==> config.mk <==
export PLATFORM = sky130hd
export DESIGN_NAME = intr_ctx_seq
export DESIGN_NICKNAME = d
export VERILOG_FILES = /design/src/rtl/ics_pkg.sv /design/src/rtl/ics_accept.sv /design/src/rtl/ics_mem_if.sv /design/src/rtl/intr_ctx_seq.sv
export SDC_FILE = /design/constraint.sdc
export NUM_CORES = 1
export LEC_CHECK = 0
export BUFFER_PORTS_ARGS = -buffer_cell sky130_fd_sc_hd__buf_4
export CORE_ASPECT_RATIO = 1.4
export CORE_MARGIN = 2
export CORE_UTILIZATION = 50
export DETAILED_ROUTE_END_ITERATION = 8
export GPL_ROUTABILITY_DRIVEN = 0
export PLACE_DENSITY = 0.77
export SETUP_SLACK_MARGIN = 0.15
export SLEW_MARGIN = 20
export SYNTH_ARGS = -nofsm -noshare
export SYNTH_HDL_FRONTEND = slang
export SYNTH_SLANG_ARGS = --single-unit
export TNS_END_PERCENT = 30
==> constraint.sdc <==
create_clock -name clk_i -period 3.65 [get_ports clk_i]
set_input_delay 0.1825 -clock clk_i [delete_from_list [all_inputs] [get_ports clk_i]]
set_output_delay 0.1825 -clock clk_i [all_outputs]
set_load 0.02 [all_outputs]
==> src/rtl/ics_pkg.sv <==
package ics_pkg;
  typedef enum logic [2:0] {
    S_IDLE, S_PUSH_PSR, S_PUSH_PC, S_VEC_RD, S_POP_PC, S_POP_PSR, S_DONE
  } ics_state_e;

  localparam int unsigned PRIV_BIT = 15;
  localparam int unsigned PRIO_LO  = 8;
endpackage

==> src/rtl/ics_accept.sv <==
module ics_accept #(
  parameter int unsigned PRIO_W = 3
) (
  input  logic              idle_i,
  input  logic              boundary_i,
  input  logic              irq_req_i,
  input  logic [PRIO_W-1:0] irq_prio_i,
  input  logic [PRIO_W-1:0] cur_prio_i,
  input  logic              rti_i,
  output logic              take_irq_o,
  output logic              take_rti_o
);
  // return command wins over a same-cycle interrupt
  assign take_rti_o = idle_i & rti_i;
  assign take_irq_o = idle_i & ~rti_i & boundary_i & irq_req_i & (irq_prio_i > cur_prio_i);
endmodule

==> src/rtl/ics_mem_if.sv <==
module ics_mem_if
  import ics_pkg::*;
#(
  parameter int unsigned W        = 16,
  parameter int unsigned VEC_W    = 8,
  parameter logic [W-1:0] VEC_BASE = 16'h0100
) (
  input  ics_state_e       st_i,
  input  logic [W-1:0]     sp_i,
  input  logic [W-1:0]     psr_i,
  input  logic [W-1:0]     pc_i,
  input  logic [VEC_W-1:0] vec_i,
  output logic             req_o,
  output logic             we_o,
  output logic [W-1:0]     addr_o,
  output logic [W-1:0]     wdata_o
);
  localparam logic [W-1:0] ONE = W'(1);
  localparam logic [W-1:0] TWO = W'(2);

  always_comb begin
    req_o   = 1'b0;
    we_o    = 1'b0;
    addr_o  = '0;
    wdata_o = '0;
    unique case (st_i)
      S_PUSH_PSR: begin req_o = 1'b1; we_o = 1'b1; addr_o = sp_i - ONE; wdata_o = psr_i; end
      S_PUSH_PC:  begin req_o = 1'b1; we_o = 1'b1; addr_o = sp_i - TWO; wdata_o = pc_i;  end
      S_VEC_RD:   begin req_o = 1'b1; addr_o = VEC_BASE + W'(vec_i); end
      S_POP_PC:   begin req_o = 1'b1; addr_o = sp_i; end
      S_POP_PSR:  begin req_o = 1'b1; addr_o = sp_i + ONE; end
      default: ;
    endcase
  end
endmodule

==> src/rtl/intr_ctx_seq.sv <==
module intr_ctx_seq
  import ics_pkg::*;
#(
  parameter int unsigned  W        = 16,
  parameter int unsigned  PRIO_W   = 3,
  parameter int unsigned  VEC_W    = 8,
  parameter logic [15:0]  VEC_BASE = 16'h0100,
  parameter logic [15:0]  SSP_RST  = 16'h3000,
  parameter logic [15:0]  USP_RST  = 16'hFE00
) (
  input  logic              clk_i,
  input  logic              rst_ni,
  input  logic              irq_req_i,
  input  logic [PRIO_W-1:0] irq_prio_i,
  input  logic [VEC_W-1:0]  irq_vec_i,
  input  logic              boundary_i,
  input  logic              rti_i,
  input  logic [W-1:0]      pc_i,
  input  logic [W-1:0]      psr_i,
  input  logic [W-1:0]      r6_i,
  output logic              mem_req_o,
  output logic              mem_we_o,
  output logic [W-1:0]      mem_addr_o,
  output logic [W-1:0]      mem_wdata_o,
  input  logic              mem_ack_i,
  input  logic [W-1:0]      mem_rdata_i,
  output logic              busy_o,
  output logic              pc_we_o,
  output logic [W-1:0]      pc_o,
  output logic              psr_we_o,
  output logic [W-1:0]      psr_o,
  output logic              r6_we_o,
  output logic [W-1:0]      r6_o,
  output logic [W-1:0]      usp_o,
  output logic [W-1:0]      ssp_o
);
  localparam logic [W-1:0] TWO = W'(2);

  ics_state_e        st_q;
  logic [W-1:0]      sp_q, pc_q, psr_q, dat_q, usp_q, ssp_q;
  logic [PRIO_W-1:0] prio_q;
  logic [VEC_W-1:0]  vec_q;
  logic              rti_q;
  logic              take_irq, take_rti;
  logic [W-1:0]      psr_new;

  ics_accept #(.PRIO_W(PRIO_W)) u_accept (
    .idle_i     (st_q == S_IDLE),
    .boundary_i (boundary_i),
    .irq_req_i  (irq_req_i),
    .irq_prio_i (irq_prio_i),
    .cur_prio_i (psr_i[PRIO_LO +: PRIO_W]),
    .rti_i      (rti_i),
    .take_irq_o (take_irq),
    .take_rti_o (take_rti)
  );

  ics_mem_if #(.W(W), .VEC_W(VEC_W), .VEC_BASE(VEC_BASE)) u_mem_if (
    .st_i    (st_q),
    .sp_i    (sp_q),
    .psr_i   (psr_q),
    .pc_i    (pc_q),
    .vec_i   (vec_q),
    .req_o   (mem_req_o),
    .we_o    (mem_we_o),
    .addr_o  (mem_addr_o),
    .wdata_o (mem_wdata_o)
  );

  always_ff @(posedge clk_i or negedge rst_ni) begin
    if (!rst_ni) begin
      st_q   <= S_IDLE;
      sp_q   <= '0;
      pc_q   <= '0;
      psr_q  <= '0;
      dat_q  <= '0;
      prio_q <= '0;
      vec_q  <= '0;
      rti_q  <= 1'b0;
      usp_q  <= USP_RST;
      ssp_q  <= SSP_RST;
    end else begin
      unique case (st_q)
        S_IDLE: begin
          if (take_irq) begin
            pc_q   <= pc_i;
            psr_q  <= psr_i;
            prio_q <= irq_prio_i;
            vec_q  <= irq_vec_i;
            rti_q  <= 1'b0;
            // leaving user mode: park user pointer, run on supervisor stack
            if (psr_i[PRIV_BIT]) begin
              usp_q <= r6_i;
              sp_q  <= ssp_q;
            end else begin
              sp_q  <= r6_i;
            end
            st_q <= S_PUSH_PSR;
          end else if (take_rti) begin
            sp_q  <= r6_i;
            rti_q <= 1'b1;
            st_q  <= S_POP_PC;
          end
        end
        S_PUSH_PSR: if (mem_ack_i) st_q <= S_PUSH_PC;
        S_PUSH_PC:  if (mem_ack_i) st_q <= S_VEC_RD;
        S_VEC_RD: if (mem_ack_i) begin
          dat_q <= mem_rdata_i;
          st_q  <= S_DONE;
        end
        S_POP_PC: if (mem_ack_i) begin
          dat_q <= mem_rdata_i;
          st_q  <= S_POP_PSR;
        end
        S_POP_PSR: if (mem_ack_i) begin
          psr_q <= mem_rdata_i;
          if (mem_rdata_i[PRIV_BIT]) ssp_q <= sp_q + TWO;
          st_q <= S_DONE;
        end
        S_DONE:  st_q <= S_IDLE;
        default: st_q <= S_IDLE;
      endcase
    end
  end

  always_comb begin
    psr_new = '0;
    psr_new[PRIO_LO +: PRIO_W] = prio_q;
  end

  assign busy_o   = (st_q != S_IDLE);
  assign pc_we_o  = (st_q == S_DONE);
  assign psr_we_o = (st_q == S_DONE);
  assign r6_we_o  = (st_q == S_DONE);
  assign pc_o     = dat_q;
  assign psr_o    = rti_q ? psr_q : psr_new;
  assign r6_o     = rti_q ? (psr_q[PRIV_BIT] ? usp_q : sp_q + TWO) : sp_q - TWO;
  assign usp_o    = usp_q;
  assign ssp_o    = ssp_q;
endmodule

==> results of run 1 <==
cells in the mapped netlist (all sizes together) (4+ instances only):
cell type / instances
o21ai: 42
nand2b: 7
nor2b: 5
a22o: 32
dfstp: 9
dfrtp: 102
a21o: 20
nand2: 90
buf: 30
nor2: 41
xor2: 13
o22ai: 19
mux2i: 23
nand3: 15
a31oi: 6
a21oi: 57
or3: 4
clkbuf: 25
o211ai: 4
o22a: 6
and3: 11
nand4: 5
mux2: 50
and2: 16
xnor2: 13
a22oi: 10
inv: 17
ha: 21
nor3: 14
per-layer routing:
layer,track usage,share of wire
met3,0.0739,0.077
met4,0.115,0.031
met5,0,0
met1,0.323,0.37
met2,0.508,0.52
cells by family (layout without fill, tap and decap cells):
logic type	Yosys count	count (layout)	share of synthesized area
adders and majority gates	22	22	0.0409
muxes	73	73	0.115
buffers and inverters	72	247	0.0476
and+or+nand+nor	218	218	0.154
AOI/OAI and AO/OA	217	217	0.207
xor gates and xnor gates	26	26	0.0329
DFF	111	111	0.403
state kept, by name, summed over array words and instances, names as in the netlist:
register  cells
pc_o         16
pc_q         16
psr_q        16
sp_q         16
ssp_o        16
usp_o        16
vec_q         8
prio_q        3
st_q          3
rti_q         1
what timing repair did:
action	CTS	global route
endpoints found under the setup margin	5	5
endpoints found under the hold margin	55	0
gates resized for setup	1	1
hold buffers	1	0
power by group through the flow:
stage	Sequential (mW)	Combinational (mW)	Clock [mW]
final	2.48	6.29	1.04
after detailed placement	2.49	6.25	0
after floorplan	2.45	3.98	0
after global routing	2.55	6.78	1.09
after CTS	2.47	6.29	1.05
after global placement	2.47	6.17	0
tightest hold or removal path: cells and delay by family:
family,cells,cell delay [ns]
AND/OR/NAND/NOR,2,0.08
buffers and inverters,1,0.11
cells in the final DEF (no fill, tap or decap), types with 20 or more instances in the layout:
master,synthesis,final
nor2_1,40,40
mux2_2,50,50
ha_1,21,21
dfrtp_1,102,102
o21ai_0,36,35
a21oi_1,57,57
nand2_1,90,89
buf_4,8,213
a22o_1,32,32
a21o_1,20,20
mux2i_1,23,23
cell type report:
cell class / instances / area share
Multi-Input combinational cell: 556 / 0.432
Sequential cell: 111 / 0.317
Timing Repair Buffer: 214 / 0.183
Clock buffer: 10 / 0.0260
Tap cell: 182 / 0.0259
Clock inverter: 6 / 0.00853
Inverter: 17 / 0.00725
final timing paths:
| kind | from | to | slack [ns] |
|---|---|---|---|
| max | st_q[0] | mem_addr_o[11] | 0.31 |
| min | r6_i[12] | usp_o[12] | 0.02 |
| max reg2reg | st_q[2] | sp_q[13] | 0.95 |
| min reg2reg | usp_o[12] | usp_o[12] | 0.47 |
| max in group asynchronous | rst_ni | vec_q[1] | 2.29 |
| min in group asynchronous | rst_ni | usp_o[8] | 0.48 |
==> results.toml, run 1 <==
[sta]
worst_pin_slew_ns = 0.975
hold_viol_final = 0
max_freq_mhz = 299
fin_skew_ns = 0.00889
finalCritPeriodShare = 0.916
drv_slew = 0
setup_ws_ns = 0.307
rsz0062_at_grt = "yes"
fin_setup_tns_ns = 0
setup_viol = 0
fin_hold_ws_ns = 0.0191
period_needed_ns = 3.34
relSlewSlack = 0.347

[floorplanning]
num_io_pins = 199
dieArea_um2 = 14800
die_height_um = 143
row_count = 50
placeableCoreArea_um2 = 13500
start_util = 0.514
die_w_um = 103

[cells_and_area]
fin_nets = 1012
drive_gt1_frac = 0.329
final_area_um2 = 8800
regArea_um2 = 2790
finalNonFillerCells = 1096
multiInputGateArea_um2 = 3800
final_util = 0.654
diodes = 0
synthToLayoutAreaGrowth_pct = 27.3
fill_cells = 1153

[power]
leakagePower_nw = 4.33
p_int_mw = 5.07
power_switching_mw = 4.74
pwr-share-comb = 0.642
power_mw = 9.80
ir_worst_vdd_mv = 0.545
p_clk_frac = 0.106
powerDensity_nw_per_um2 = 1110
seqPwrFrac = 0.252
netSwitchingFraction = 0.483

[synthesis]
synth_top_cell_area_share = 0.369
synthFlopType = "dfrtp_1"
synth_edf_count = 0
yosys_warnings = 0
synth_cells = 739
yosys.area.top_type = "dfrtp_1"
synth.distinct_cells = 64
syn_area_um2 = 6910
syn_area_per_cell_um2 = 9.35
synth_seq_cells = 111
syn-num-nets = 842
async_flop_share = 1.00
netlist_top_cells_area = "dfrtp_1 (37%), mux2_2 (8.1%), nand2_1 (4.9%), a21oi_1 (4.1%), a22o_1 (4.1%)"
seq_area_frac_synth = 0.403

[cts]
cts_sinks = 111
clk_latency_ns = 0.36
cts_setup_buffers = 0
cts_buffers = 9
clkTransAtPathRegs_ns = 0.08
clock_path_buffers = 2
htree_num_levels = 3
cts_tree = "done"
cts-root-buf = "clkbuf_16"

[route]
vias = 6392
routed_wl_um = 21100
drt_iter0_drc = 311
drc = 0
wire_per_inst_um = 19.3
viasPerCell = 5.83
postRouteAntennaNets = 0
dr.pass1.iters = 5

[setup_path]
crit_path_end_kind = "output pin"
cp_slowest_cell = "ha_1"
max_stage_delay_ns = 0.43
critPathKind = "reg2out"
cp.required_ns = 3.47
reg2reg_depth = 9
worstSetupPathDepth = 11
crit_buf_inv = 2
cp-start-kind = "flop"
path_cells = "inv_1 -> nor2_2 -> nand2_2 -> ha_1 -> a21o_1 -> a21oi_1 -> nand2_1 -> a31oi_1 -> o41ai_1 -> or3_1 -> buf_4"
crit_family = "compound AO/OA/AOI/OAI gates"
critPathMaxFanout = 18
worstPathArrival_ns = 3.16

[global_routing]
grt_max_degree = 67
grt.total_usage = 0.287
grt_pass1_wl_um = 32700
antenna_found_initial = 0
grt_pass1_vias = 6354
grt_overflow = 0

[flow_run]
maxCapViolCount = 0

[placed_design]
dpl_cell_area_um2 = 8480
pre_cts_slack_ns = 0.440
dp_hpwl_um = 15600
io_buffers = 198
dp_cells = 1079

[run_status]
status = "complete, no violations"

[min_path]
hold_depth = 3
min_path_type = "in2reg"
Note: power is estimated with default switching activity, not from simulation.
==> run 2: changes to the inputs <==
CELL_PAD_IN_SITES_DETAIL_PLACEMENT = 2   (was default)
CELL_PAD_IN_SITES_GLOBAL_PLACEMENT = 2   (was default)
CORE_UTILIZATION = 31   (was 50)
PLACE_DENSITY = default   (was 0.77)
PLACE_DENSITY_LB_ADDON = 0.1   (was default)
==> results.toml, run 2 (synthesis gave the netlist of run 1 again) <==
[cells_and_area]
final_util = 0.411
finalNonFillerCells = 1216
fin_nets = 1017
synthToLayoutAreaGrowth_pct = 30.0
diodes = 0
layout_common_cells = "buf_4 (218), dfrtp_1 (102), nand2_1 (90), a21oi_1 (57), mux2_2 (50)"
drive_gt1_frac = 0.335
mostFrequentLayoutCell = "buf_4"

[power]
power_mw = 10.2
powerDensity_nw_per_um2 = 1130
ir_worst_vdd_mv = 0.355
leakagePower_nw = 4.35

[floorplanning]
start_util = 0.316
die_height_um = 181
dieArea_um2 = 23500
num_io_pins = 199
row_count = 64
die_w_um = 130
placeableCoreArea_um2 = 21900

[global_routing]
antenna_found_initial = 0
grt.total_usage = 0.233
grt_pass1_wl_um = 42400
grt_pass1_vias = 7414
grt_overflow = 0
grt_max_degree = 53

[sta]
finalCritPeriodShare = 0.926
relSlewSlack = 0.320
rsz0062_at_grt = "yes"
period_needed_ns = 3.38
max_freq_mhz = 296
fin_setup_tns_ns = 0
fin_hold_ws_ns = 0.0231
setup_viol = 0
drv_slew = 0
hold_viol_final = 0
worst_pin_slew_ns = 1.02
fin_skew_ns = 0.0123

[route]
dr.pass1.iters = 4
vias = 6585
drc = 0
postRouteAntennaNets = 0
routed_wl_um = 27100
viasPerCell = 5.42
drt_iter0_drc = 298
wire_per_inst_um = 22.3

[placed_design]
dp_hpwl_um = 20900
io_buffers = 198
dp_cells = 1199

[cts]
clk_latency_ns = 0.36
htree_num_levels = 3
cts_sinks = 111
cts_tree = "done"
clkTransAtPathRegs_ns = 0.09
cts_buffers = 9
cts-root-buf = "clkbuf_16"
cts_setup_buffers = 0
clock_path_buffers = 2

[setup_path]
cp-endpoint = "mem_addr_o[13]"
cp.required_ns = 3.47
reg2reg_depth = 9
critPathMaxFanout = 16
critical_path.startpoint = "st_q[0]"
critPathKind = "reg2out"
worstPathArrival_ns = 3.20
ff2ff_setup_slack_ns = 0.79
crit_path_end_kind = "output pin"
timing.rr.end = "sp_q[0]"
worstReg2RegStart = "st_q[2]"
cp-start-kind = "flop"

[flow_run]
maxCapViolCount = 0

[run_status]
status = "complete, no violations"

[min_path]
min_path_type = "in2reg"
==> run 2: cell count changes in the layout (fill, tap and decap cells not counted) <==
cell	before	now
a31oi_1	6	4
a31oi_2	0	1
a31oi_4	0	1
buf_4	213	218
bufinv_16	1	0
clkinv_4	1	0
clkinv_8	0	2
inv_6	1	3
inv_8	2	0
nand2_1	89	90
nand2_2	1	0
nor2_1	40	39
nor2_2	1	2
==> run 2: what timing repair did <==
item | in CTS | in global routing
resized for setup | 1 | 3
pin swaps | 0 | 0
setup endpoints to repair | 1 | 6
hold buffers | 1 | 0
hold endpoints to repair | 41 | 0
==> run 2: layout make-up <==
| class | instances | area, um^2 |
|---|---|---|
| Multi-Input combinational cell | 556 | 3830 |
| Tap cell | 297 | 372 |
| Inverter | 17 | 63.8 |
| Clock buffer | 10 | 229 |
| Clock inverter | 6 | 63.8 |
| Fill cell | 2455 | 12900 |
| Timing Repair Buffer | 219 | 1650 |
| Sequential cell | 111 | 2790 |
==> run 2: critical path, cell delays in order, from the launching register on <==
cell	delay [ns]
dfrtp_1	0.36
inv_1	0.13
nor2_2	0.15
nand2_1	0.10
buf_4	0.21
ha_1	0.43
and3_1	0.33
nand3_1	0.15
a21oi_1	0.17
o21ai_0	0.12
and4_1	0.22
o32ai_1	0.28
buf_4	0.20
==> run 2: metal layers <==
metal  vias to the layer above  global-route usage  wire length, um
li1                       3000                   -                -
met1                      3369               0.253            10100
met2                       177               0.436            14700
met3                        39              0.0512             1410
met4                         0              0.0783              860
met5                         -                   0                0
==> run 2: worst min-delay path by stage <==
stage | start | end | slack, ns | cells after the start
final | r6_i[13] | usp_o[13] | 0.02 | 3
after global routing | r6_i[13] | usp_o[13] | 0.02 | 3
after CTS | r6_i[10] | usp_o[10] | 0.02 | 3
after detailed placement | rst_ni | sp_q[10] | 0.28 | 1
after global placement | rst_ni | ssp_o[10] | 0.27 | 1
after floorplan | rst_ni | pc_o[0] | -0.11 | 0
==> run 2: stage by stage <==
stage	cell area [um^2]	worst slack (ns)
after floorplan	6910	0.258
after global placement	8670	0.761
after detailed placement	8670	0.564
after CTS	8970	0.188
after global routing	8990	0.0639
final	8990	0.269
==> run 2: power breakdown <==
group          leakage, nW  switching, mW  total [mW]  internal (mW)
logic                 2.85           3.92        6.69           2.77
registers             1.36          0.675        2.49           1.81
clock network        0.143          0.527        1.01          0.484
total                 4.35           5.13        10.2           5.06
